$ cat src/rtl/bps_pkg.sv
package bps_pkg;

    localparam int BYTE_W      = 8;
    localparam int REC_BYTES   = 60;
    localparam int TICK_BYTES  = 3;
    localparam int TICK_W      = TICK_BYTES * BYTE_W;
    localparam int COLOR_BITS  = 3;
    // Record positions: row byte sits just before the on-time bytes, two
    // padding bytes sit before the row byte.
    localparam int ROW_POS     = REC_BYTES - 1 - TICK_BYTES;
    localparam int LAST_PAD    = ROW_POS - 1;
    localparam int PIX_LAST    = ROW_POS - 3;
    localparam int IDX_W       = $clog2(REC_BYTES);
    localparam int TB_W        = $clog2(TICK_BYTES);
    localparam int CB_W        = $clog2(COLOR_BITS);

    typedef enum logic [2:0] {
        SC_HEAD,
        SC_BODY,
        SC_SHIFT_LO,
        SC_SHIFT_HI,
        SC_ROW,
        SC_TIME,
        SC_LATCH,
        SC_ON
    } scan_state_t;

endpackage

$ cat src/rtl/bps_word_unpack.sv
module bps_word_unpack #(
    parameter int WORD_W = 32,
    parameter int BYTE_W = 8
) (
    input  logic              clk,
    input  logic              rst_n,
    input  logic              in_valid,
    input  logic [WORD_W-1:0] in_data,
    output logic              in_ready,
    output logic              byte_valid,
    output logic [BYTE_W-1:0] byte_data,
    input  logic              byte_take
);

    localparam int LANES = WORD_W / BYTE_W;
    localparam int CNT_W = $clog2(LANES + 1);

    logic [WORD_W-1:0] word_q;
    logic [CNT_W-1:0]  left_q;

    assign byte_valid = (left_q != '0);
    assign byte_data  = word_q[BYTE_W-1:0];
    // Refill as the last lane is consumed, so a steady stream has no bubble.
    assign in_ready   = (left_q == '0) || ((left_q == CNT_W'(1)) && byte_take);

    always_ff @(posedge clk) begin
        if (!rst_n) begin
            word_q <= '0;
            left_q <= '0;
        end else if (in_valid && in_ready) begin
            word_q <= in_data;
            left_q <= CNT_W'(LANES);
        end else if (byte_take && byte_valid) begin
            word_q <= word_q >> BYTE_W;
            left_q <= left_q - CNT_W'(1);
        end
    end

endmodule

$ cat src/rtl/bps_on_timer.sv
module bps_on_timer #(
    parameter int TICK_W = 24
) (
    input  logic              clk,
    input  logic              rst_n,
    input  logic              load,
    input  logic [TICK_W-1:0] load_val,
    input  logic              run,
    output logic              last
);

    logic [TICK_W-1:0] cnt_q;

    assign last = (cnt_q == TICK_W'(1));

    always_ff @(posedge clk) begin
        if (!rst_n) begin
            cnt_q <= '0;
        end else if (load) begin
            cnt_q <= load_val;
        end else if (run && (cnt_q != '0)) begin
            cnt_q <= cnt_q - TICK_W'(1);
        end
    end

endmodule

$ cat src/rtl/bps_scanner.sv
module bps_scanner
    import bps_pkg::*;
#(
    parameter int WORD_W = 32,
    parameter int ROW_W  = 4
) (
    input  logic              clk,
    input  logic              rst_n,
    input  logic              in_valid,
    input  logic [WORD_W-1:0] in_data,
    output logic              in_ready,
    output logic              col_clk,
    output logic              col_data,
    output logic              col_latch,
    output logic              col_blank,
    output logic [ROW_W-1:0]  row_sel
);

    scan_state_t state_q, state_d;

    logic              byte_valid;
    logic [BYTE_W-1:0] byte_data;
    logic              byte_take;
    logic              timer_last;

    logic [BYTE_W-1:0]     cnt_q;
    logic [IDX_W-1:0]      idx_q;
    logic [COLOR_BITS-1:0] pix_q;
    logic [CB_W-1:0]       bit_q;
    logic [ROW_W-1:0]      row_q;
    logic [TB_W-1:0]       tb_q;
    logic [TICK_W-1:0]     tick_q;
    logic                  is_pix;

    bps_word_unpack #(.WORD_W(WORD_W), .BYTE_W(BYTE_W)) u_unpack (
        .clk        (clk),
        .rst_n      (rst_n),
        .in_valid   (in_valid),
        .in_data    (in_data),
        .in_ready   (in_ready),
        .byte_valid (byte_valid),
        .byte_data  (byte_data),
        .byte_take  (byte_take)
    );

    bps_on_timer #(.TICK_W(TICK_W)) u_timer (
        .clk      (clk),
        .rst_n    (rst_n),
        .load     (state_q == SC_LATCH),
        .load_val (tick_q),
        .run      (state_q == SC_ON),
        .last     (timer_last)
    );

    // A body byte is a live pixel when it sits in the pixel area and its
    // slot number does not exceed the count byte.
    assign is_pix = (idx_q <= IDX_W'(PIX_LAST)) &&
                    ((BYTE_W'(idx_q) - BYTE_W'(1)) <= cnt_q);

    assign byte_take = byte_valid &&
                       ((state_q == SC_HEAD) || (state_q == SC_BODY) ||
                        (state_q == SC_ROW)  || (state_q == SC_TIME));

    // State register
    always_ff @(posedge clk) begin
        if (!rst_n) begin
            state_q <= SC_HEAD;
        end else begin
            state_q <= state_d;
        end
    end

    // Next-state logic
    always_comb begin
        state_d = state_q;
        unique case (state_q)
            SC_HEAD: begin
                if (byte_valid) state_d = SC_BODY;
            end
            SC_BODY: begin
                if (byte_valid) begin
                    if (is_pix) begin
                        state_d = SC_SHIFT_LO;
                    end else if (idx_q == IDX_W'(LAST_PAD)) begin
                        state_d = SC_ROW;
                    end
                end
            end
            SC_SHIFT_LO: begin
                state_d = SC_SHIFT_HI;
            end
            SC_SHIFT_HI: begin
                if (bit_q == CB_W'(COLOR_BITS - 1)) state_d = SC_BODY;
                else                                state_d = SC_SHIFT_LO;
            end
            SC_ROW: begin
                if (byte_valid) state_d = SC_TIME;
            end
            SC_TIME: begin
                if (byte_valid && (tb_q == TB_W'(TICK_BYTES - 1))) state_d = SC_LATCH;
            end
            SC_LATCH: begin
                if (tick_q == '0) state_d = SC_HEAD;
                else              state_d = SC_ON;
            end
            SC_ON: begin
                if (timer_last) state_d = SC_HEAD;
            end
            default: state_d = SC_HEAD;
        endcase
    end

    // Record datapath
    always_ff @(posedge clk) begin
        if (!rst_n) begin
            cnt_q  <= '0;
            idx_q  <= '0;
            pix_q  <= '0;
            bit_q  <= '0;
            row_q  <= '0;
            tb_q   <= '0;
            tick_q <= '0;
        end else begin
            unique case (state_q)
                SC_HEAD: begin
                    if (byte_valid) begin
                        cnt_q <= byte_data;
                        idx_q <= IDX_W'(1);
                    end
                end
                SC_BODY: begin
                    if (byte_valid) begin
                        idx_q <= idx_q + IDX_W'(1);
                        if (is_pix) begin
                            pix_q <= byte_data[COLOR_BITS-1:0];
                            bit_q <= '0;
                        end
                    end
                end
                SC_SHIFT_LO: begin
                end
                SC_SHIFT_HI: begin
                    pix_q <= pix_q >> 1;
                    bit_q <= bit_q + CB_W'(1);
                end
                SC_ROW: begin
                    if (byte_valid) begin
                        row_q <= byte_data[ROW_W-1:0];
                        tb_q  <= '0;
                    end
                end
                SC_TIME: begin
                    if (byte_valid) begin
                        tick_q[tb_q*BYTE_W +: BYTE_W] <= byte_data;
                        tb_q <= tb_q + TB_W'(1);
                    end
                end
                SC_LATCH: begin
                end
                SC_ON: begin
                end
                default: begin
                end
            endcase
        end
    end

    // Outputs
    always_comb begin
        col_clk   = 1'b0;
        col_data  = 1'b0;
        col_latch = 1'b0;
        col_blank = 1'b1;
        unique case (state_q)
            SC_SHIFT_LO: col_data = pix_q[0];
            SC_SHIFT_HI: begin
                col_data = pix_q[0];
                col_clk  = 1'b1;
            end
            SC_LATCH:    col_latch = 1'b1;
            SC_ON:       col_blank = 1'b0;
            default: begin
            end
        endcase
    end

    assign row_sel = row_q;

endmodule

$ cat config.mk
export PLATFORM = sky130hd
export DESIGN_NAME = bps_scanner
export DESIGN_NICKNAME = d
export VERILOG_FILES = /design/src/rtl/bps_pkg.sv /design/src/rtl/bps_word_unpack.sv /design/src/rtl/bps_on_timer.sv /design/src/rtl/bps_scanner.sv
export SDC_FILE = /design/constraint.sdc
export NUM_CORES = 1
export LEC_CHECK = 0
export BUFFER_PORTS_ARGS = -buffer_cell sky130_fd_sc_hd__buf_2
export CORE_MARGIN = 2
export CORE_UTILIZATION = 40
export DETAILED_ROUTE_END_ITERATION = 10
export GPL_ROUTABILITY_DRIVEN = 0
export PLACE_DENSITY = 0.54
export REMOVE_ABC_BUFFERS = 1
export SYNTH_ARGS = -nofsm -noshare
export SYNTH_HDL_FRONTEND = slang
export SYNTH_HIERARCHICAL = 1
export SYNTH_SLANG_ARGS = --single-unit
$ cat constraint.sdc
create_clock -name clk -period 6.95 [get_ports clk]
set_clock_uncertainty 0.1 [all_clocks]
set_input_delay 0.3475 -clock clk [delete_from_list [all_inputs] [get_ports clk]]
set_output_delay 0.3475 -clock clk [all_outputs]
set_load 0.01 [all_outputs]
# Yosys cells after proc, flatten, opt, wreduce, memory -nomap -nowiden
# Cells that the tools add are included.
[op_classes]
bitwise = 1
n_div = 0
add_sub_neg = 7
n_reduce_logical = 30
muxes = 33
magnitude_cmp = 2
n_shift = 2
n_eq_ne = 20
n_mul = 0
[ops]
columns = ["op", "n"]
rows = [
  ["$mux W32", 2],
  ["$mux W24", 2],
  ["$mux W3", 12],
  ["$neg A5 Y34", 1],
  ["$shift A8 B34 Y24 const A", 1],
  ["$shiftx A8 B34 Y24", 1],
  ["$bwmux W24", 1],
  ["$eq A24 B1 Y1 const B", 1],
  ["$logic_not A24 Y1", 1],
  ["$pmux W3 S8", 1],
  ["$reduce_bool A24 Y1", 1],
  ["$sub A24 B1 Y24 const B", 1],
  ["$eq A3 B3 Y1 const B", 4],
  ["$mux W6", 2],
  ["$ne A2 B2 Y1 const B", 6],
  ["$pmux W6 S2", 1],
  ["$mux W2", 5],
  ["$reduce_bool A2 Y1", 5],
  ["$reduce_and A3 Y1", 3],
  ["$le A8 B8 Y1", 1],
  ["$pmux W2 S2", 2],
  ["$logic_and A1 B1 Y1", 7],
  ["$sub A6 B1 Y7 const B", 1],
  ["$add A6 B1 Y6 const B", 1],
  ["18 further kinds", 32],
]
[totals]
memories = 0
wordCells = 107
inputBits = 35
output_inout_bits = 9
reg_bits = 111
ram_bits = 0
romBits = 0
latch_bits = 0

# Logic depth before layout (Yosys ltp)
# Gate-level depths: netlist of the first run.
[depth]
depth_word = 9
depth_mapped = 13
depth_no_buf = 11

# Modules after synthesis
# The synthesis of the first run kept the hierarchy.
[by_module_without_submodules]
columns = ["mod", "cells_each", "area_each_um2", "instances", "seq_area_each_um2"]
rows = [
  ["bps_scanner", 332, 2741.4, 1, 1041.0],
  ["bps_word_unpack", 175, 1918.1, 1, 700.7],
  ["bps_on_timer", 173, 1451.4, 1, 480.5],
]

# Worst setup path before layout of the first run
# No wires, ideal clock.
[synth_timing]
kind = "register to register"
start = "register idx_q[2]"
end = "register state_q[2]"
period_less_slack_ns = 2.567
arrival_time_ns = 2.348
path_buffers = 1
path_slack_ns = 4.383
stages_incl_launch_ff = 11
setup_time_ns = 0.119
required_time_ns = 6.731
path_cell_list = "dfxtp_1 -> buf_2 -> nor3_1 -> nor3b_1 -> xor2_1 -> ha_1 -> nand4_2 -> a211oi_2 -> nor3_2 -> o221a_2 -> o221a_1"
[synth_between]
elab_chain_len = 6
word_cells_on_any_way = 10
cone_classes = "add/sub: 1; order compare: 2; eq/ne: 2; mux: 3; reduce/logical: 2"
[synth_lines]
columns = ["item", "line_no", "text"]
rows = [
  ["start: declaration", "bps_scanner.sv:27", "logic [IDX_W-1:0] idx_q;"],
  ["start signal: assignment", "bps_scanner.sv:133", "idx_q <= idx_q + IDX_W'(1);"],
  ["$sub A6 B1 Y7", "bps_scanner.sv:58", "((BYTE_W'(idx_q) - BYTE_W'(1)) <= cnt_q);"],
  ["$le A8 B8 Y1", "bps_scanner.sv:58", ""],
  ["$logic_and A1 B1 Y1", "bps_scanner.sv:57", "assign is_pix = (idx_q <= IDX_W'(PIX_LAST)) &&"],
  ["$mux W3", "bps_scanner.sv:82", "if (is_pix) begin"],
  ["$mux W3", "bps_scanner.sv:81", "if (byte_valid) begin"],
  ["$pmux W3 S8", "bps_scanner.sv:76", "unique case (state_q)"],
  ["end signal: assignment", "bps_scanner.sv:69", "state_q <= state_d;"],
  ["end: declaration", "bps_scanner.sv:19", "scan_state_t state_q, state_d;"],
]
# Several ways; a longest one is shown, not always the timed one. The select of a mux whose other input is x is not followed.
# A chain may end at the register's enable or synchronous reset.

# Worst setup path in the final report of the first run
[layout_timing]
start = "register u_unpack.left_q[0]"
end = "output in_ready"
[layout_between]
elab_chain_len = 4
word_cells_on_any_way = 6
cone_classes = "eq/ne: 1; reduce/logical: 5"
[layout_lines]
columns = ["item", "line_no", "text"]
rows = [
  ["start: declaration", "bps_word_unpack.sv:19", "logic [CNT_W-1:0] left_q;"],
  ["start signal: assignment", "bps_word_unpack.sv:32", "left_q <= CNT_W'(LANES);"],
  ["start signal: assignment", "bps_word_unpack.sv:35", "left_q <= left_q - CNT_W'(1);"],
  ["$reduce_bool A3 Y1", "bps_word_unpack.sv:21", "assign byte_valid = (left_q != '0);"],
  ["named net byte_valid", "bps_scanner.sv:21", "logic byte_valid;"],
  ["$logic_and A1 B1 Y1", "bps_scanner.sv:60", "assign byte_take = byte_valid &&"],
  ["named net byte_take", "bps_scanner.sv:23", "logic byte_take;"],
  ["$logic_and A1 B1 Y1", "bps_word_unpack.sv:24", "assign in_ready = (left_q == '0) || ((left_q == CNT_W'(1)) && byte_take);"],
  ["$logic_or A1 B1 Y1", "bps_word_unpack.sv:24", ""],
  ["end: declaration", "bps_scanner.sv:11", "output logic in_ready,"],
]
# The timed path passes the listed nets, and every way through them passes these cells.

==> metrics, run 1 <==
hold_buf cts=0; Rel. slew slack=31.8%; arrival time worst endpoint=3.05 ns; Worst-Margin Slew=1.02 ns; vias=4,775; worst-skew pair later-pin latency=0.36 ns; required time of the critical path=6.50 ns; Avg Inst Size Synth=8.99 µm²; sequential-to-total area share from yosys stat=36.4%; Ys Warns=6; Post-synth EDFFs=0; final core occ=43.4%; Sw Ratio=38.7%; switching pwr=848 µW; grt total ovfl=0; cts repair resizes=0; TNS Setup=0 ns; top cell type's share of synthesized area=36.4%; Synth area leaders=dfxtp_1, mux2i_1, a221oi_2, nand2_1, ha_1; total length of routed wires=14,000 µm; post-route ant nets=0; Avg Vias per Cell=5.45; first-pass GRT wire length=22,900 µm; Nets=740; first drt pass iteration count=4; Max Clk Rate=286 MHz; CP startpoint kind=register; initial antenna violation count=0; Die Y=128 µm; vias in the first global route=4,419; Comb pwr share=36.2%; IO buf count=43; static leakage=0.00231 µW; share of layout cells above drive strength 1=14.5%; RSZ-0062 raised after global routing=no; fin crit share=50.3%; ys flop type=dfxtp_1; Seq pwr share=39.4%; final hold vios=0; post-DR wirelength/cell=16.0 µm; pwr dens=334 mW/mm²; critical path peak fanout=13; H-tree Lvls=3; post-CTS setup buffer count=0; Clock Tree Root=clkbuf_16; # rows=45; Hold Path End=u_unpack/word_q[27]; Clock power frac=24.4%; Final Slew Violations=0; Synth cell types=69; core footprint=0.0151 mm²; initial core utilization=40.5%; worst vdd rail ir drop=195 µV; final setup fails=0; CTS clk-pin slew, worst paths=0.07 ns; die area=0.0163 mm²; Hold Startpoint=in_data[27]; Cell Int Power=1340 µW; crit end category=output port; chip width=128 µm; maxcap violations=0; CTS sink cnt=111; Ports=44; outcome=complete, no violations; FF+latch count, synth=111; share of synthesized flip-flops with an asynchronous set or reset=0%; Layout Area Growth over Synthesis=7.21%; CTS tree=yes; Crit Reg-Reg Endpoint=u_unpack/word_q[14]; largest net degree at the start of global routing=83; # diodes=0; Total GRT Usage=17.7%; DRT iter0 DRCs=265; Tightest Hold Check Type=in2reg; post-synthesis instance total=680; DRC viols=0; r2r startpoint=u_unpack/left_q[0]; R2R depth=10; crit path time final=3.50 ns; Worst R2R Setup Slack=3.75 ns; Synth Cell Area=0.00611 mm²; CTS Buf Count=9; Synth area leader=dfxtp_1; HPWL after detailed placement=9800 µm; CTS Buffer Depth=2; Setup CP Type=reg2out; Hold Path Depth=3
-- per-stage QoR --
step	hold slack [ns]	instance area [µm²]	setup slack [ns]	std cells	power [µW]
final	0.186	6550	3.45	876	2190
after global routing	0.187	6550	3.21	876	2330
after CTS	0.174	6550	3.41	876	2210
after detailed placement	0.347	6250	3.76	860	1680
after global placement	0.345	6250	3.86	860	1640
after floorplan	0.332	5770	3.20	626	1440
-- power groups by stage --
stage	Clock (µW)	Sequential, µW	Combinational (µW)
4_1_cts	549	864	800
3_5_place_dp	0	878	798
6_report	535	864	792
2_1_floorplan	0	818	624
3_3_place_gp	0	873	770
5_1_grt	570	878	878
-- cells by family after synthesis --
kind of cell / Yosys count / share of synthesized area, %
buf+inv: 78 / 7.13
flops: 111 / 36.4
xor+xnor: 20 / 2.87
simple gates: 242 / 21.7
compound gates: 171 / 21.5
fa+ha+maj: 22 / 4.50
mux: 36 / 5.92
-- final cells by class --
cell class | count | area [µm²]
inverters | 24 | 90.1
flip-flops and latches | 111 | 2220
well taps | 188 | 235
fillers | 1499 | 8540
multi-input cells | 491 | 3460
clock inverters | 6 | 66.3
repair buffers | 46 | 238
clock buffers | 10 | 239
-- Yosys cell counts, drive strengths merged (10+ instances only) --
| cell type | count |
|---|---|
| a21oi | 29 |
| nand2 | 74 |
| nand3 | 39 |
| nor3 | 11 |
| mux2i | 35 |
| buf | 29 |
| nor4 | 17 |
| inv | 24 |
| a21boi | 38 |
| dfxtp | 111 |
| nor2 | 20 |
| nor2b | 34 |
| a221oi | 24 |
| clkbuf | 22 |
| xnor2 | 11 |
| ha | 22 |
| o21ai | 32 |
| nand4 | 10 |
| o211ai | 12 |
-- worst max-delay path, stage by stage, from the launching register on --
cell and delay, ns:
dfxtp_1 0.34, inv_1 0.07, ha_1 0.20, ha_1 0.39, inv_1 0.18, nand2b_1 0.14
inv_2 0.16, and3b_1 0.42, or2_1 0.55, buf_2 0.24
-- how the worst max path moves through the flow --
stage,startpoint,to,depth (start not counted)
after detailed placement,u_unpack/left_q[0],u_unpack/word_q[11],10
after floorplan,u_unpack/left_q[0],u_unpack/word_q[0],9
after global routing,u_unpack/left_q[0],in_ready,9
final,u_unpack/left_q[0],in_ready,9
after global placement,u_unpack/left_q[0],u_unpack/word_q[12],10
after CTS,u_unpack/left_q[0],in_ready,9
-- flip-flops by register name, indices dropped and copies added, names as in the netlist --
| name | count |
|---|---|
| u_unpack/word_q | 32 |
| tick_q | 24 |
| u_timer/cnt_q | 24 |
| cnt_q | 8 |
| idx_q | 6 |
| row_sel | 4 |
| pix_q | 3 |
| state_q | 3 |
| u_unpack/left_q | 3 |
| bit_q | 2 |
| tb_q | 2 |
-- cell usage in the layout, fill, tap and decap left out, types with 9 or more instances in the layout --
master and n:
o21ai_0 31, nor4_1 13, a221oi_2 19, xor2_1 9, mux2i_1 35, a21boi_0 30, xnor2_1 11, nand4_1 9
nand2_1 74, nand3_1 38, ha_1 22, nor2b_1 33, dfxtp_1 111, nor3_1 10, buf_2 43, o211ai_1 12
nor2_1 18, a21oi_1 28, inv_1 23, clkbuf_16 9
-- layer usage --
metal  routed length (µm)  vias up  track usage, %
li1                     -     2459               -
met1                 6620     2226            23.2
met2                 6680       74            29.3
met3                  462       16            4.02
met4                  215        0            5.11
met5                    0        -               0
(Power assumes the default switching activity.)
==> run 2: changes to the inputs <==
- PLACE_DENSITY: 0.54 -> 0.56
- clock period: 6.95 -> 2.8 ns (I/O delays scaled with it)
==> metrics, run 2 (synthesized netlist as in run 1, its figures left out) <==
vias=4,925; die area=0.0163 mm²; IO buf count=43; fin crit share=95.6%; initial core utilization=40.5%; max reg flops=32; CTS clk-pin slew, worst paths=0.08 ns; Avg Vias per Cell=5.45; critical path peak fanout=7; final core occ=45.3%; maxcap violations=0; CTS sink cnt=111; WP buf/inv=2; worst-skew pair later-pin latency=0.36 ns; chip width=128 µm; arrival time worst endpoint=2.83 ns; Top Registers=u_unpack/word_q: 32 flops, tick_q: 24 flops, u_timer/cnt_q: 24 flops; CTS Buffer Depth=2; Max Clk Rate=374 MHz; setup slack after layout=0.123 ns; DRT iter0 DRCs=293; Layout Area Growth over Synthesis=11.9%; commonest non-fill, non-tap cell in the layout=dfxtp_1; Global Route met2 Usage=31.4%; Non-Filler Instances=904; Setup WS pre-CTS=0.0476 ns; Clock Tree Root=clkbuf_16; global routing's busiest layer=met2; most flop-heavy register=u_unpack/word_q; share of layout cells above drive strength 1=16.6%; delay-heaviest family, CP=compound AO/OA/AOI/OAI gates; CP startpoint kind=register; final hold vios=0; static leakage=0.00245 µW; Fillers=1,478; first-pass GRT wire length=24,200 µm; Final Slew Violations=0; most frequent cells in the layout=dfxtp_1, nand2_1, buf_2; # rows=45; post-DR wirelength/cell=16.0 µm; Die Y=128 µm; Ports=44; Worst path slowest cell=ha_1; met3 Use GR=4.40%; vias in the first global route=4,809; required time of the critical path=2.96 ns; # diodes=0; initial antenna violation count=0; HPWL after detailed placement=10,200 µm; outcome=complete, no violations; Rel. slew slack=45.0%; H-tree Lvls=3; crit end category=register; CTS tree=yes; first drt pass iteration count=4; Worst-Margin Slew=0.801 ns; pwr dens=821 mW/mm²; crit path time final=2.68 ns; CTS Buf Count=9; Most common cell on crit path=ha_1; core footprint=0.0151 mm²; post-route ant nets=0; CP Cell Sequence=buf_4 > inv_1 > ha_1 > nand2_1 > nor3_4 > ha_1 > nand4_4 > a211oi_4 > nor3_2 > o221a_2 > o221a_1; largest net degree at the start of global routing=45; Setup CP Type=reg2reg; Nets=768; total length of routed wires=14,500 µm; DRC viols=0; RSZ-0062 raised after global routing=yes; final setup fails=0; grt total ovfl=0; Tightest Hold Check Type=in2reg; crit-path max cell delay=0.37 ns; Placed Cells incl. Taps=877; grt met1 use=23.7%; Total GRT Usage=18.6%; worst vdd rail ir drop=494 µV
==> run 2: power by group <==
part	internal (µW)	total (µW)	switching (µW)	leakage, µW
Sequential	1840	2090	251	0.000902
Clock	647	1280	629	0.000140
Combinational	920	2250	1330	0.00141
Total	3400	5620	2210	0.00245
==> run 2: timing repair <==
item                                    4_1_cts  5_1_grt
hold endpoints to repair                     10        0
pin swaps                                     0        1
cloned                                        0        0
setup buffers                                 0        1
gates resized for setup                       1        7
endpoints found under the setup margin        1        7
hold buffers                                 10        0
==> run 2: layer usage <==
layer / up-vias / part of all wire (%)
li1: 2513 / -
met4: 0 / 1.4
met3: 16 / 3.4
met2: 69 / 48
met5: - / 0
met1: 2327 / 47
==> run 2: cell type report <==
class | count | area, µm² | area share, %
inverters | 24 | 92.6 | 1.35
well taps | 188 | 235 | 3.44
clock inverters | 5 | 47.5 | 0.695
multi-input cells | 491 | 3500 | 51.1
flip-flops and latches | 111 | 2220 | 32.5
repair buffers | 74 | 502 | 7.33
clock buffers | 11 | 243 | 3.55
==> run 2: worst register-to-register path, delay by kind of cell (launching register included) <==
family / cells / cell delay, ns
and+or+nand+nor: 4 / 0.46
DFF: 1 / 0.35
AOI/OAI and AO/OA: 3 / 0.86
buffers and inverters: 2 / 0.21
adders and majority gates: 2 / 0.59
==> run 2: through the flow <==
stage	hold WS [ns]	cell area [µm²]	power, µW	TNS [ns]
6_report	0.00877	6840	5620	0
5_1_grt	0.00339	6840	5980	-0.0418
4_1_cts	0.000717	6790	5610	0
3_5_place_dp	0.342	6400	4310	0
3_3_place_gp	0.334	6400	4260	0
2_1_floorplan	0.154	5770	3580	-24.79
==> run 2: final timing paths <==
| path | from | endpoint | slack [ns] | depth (start not counted) |
|---|---|---|---|---|
| max | idx_q[0] | state_q[2] | 0.12 | 11 |
| min | in_data[22] | u_unpack/word_q[22] | 0.009 | 3 |
| max reg2reg | idx_q[0] | state_q[2] | 0.12 | 11 |
| min reg2reg | u_unpack/word_q[26] | u_unpack/word_q[26] | 0.35 | 2 |
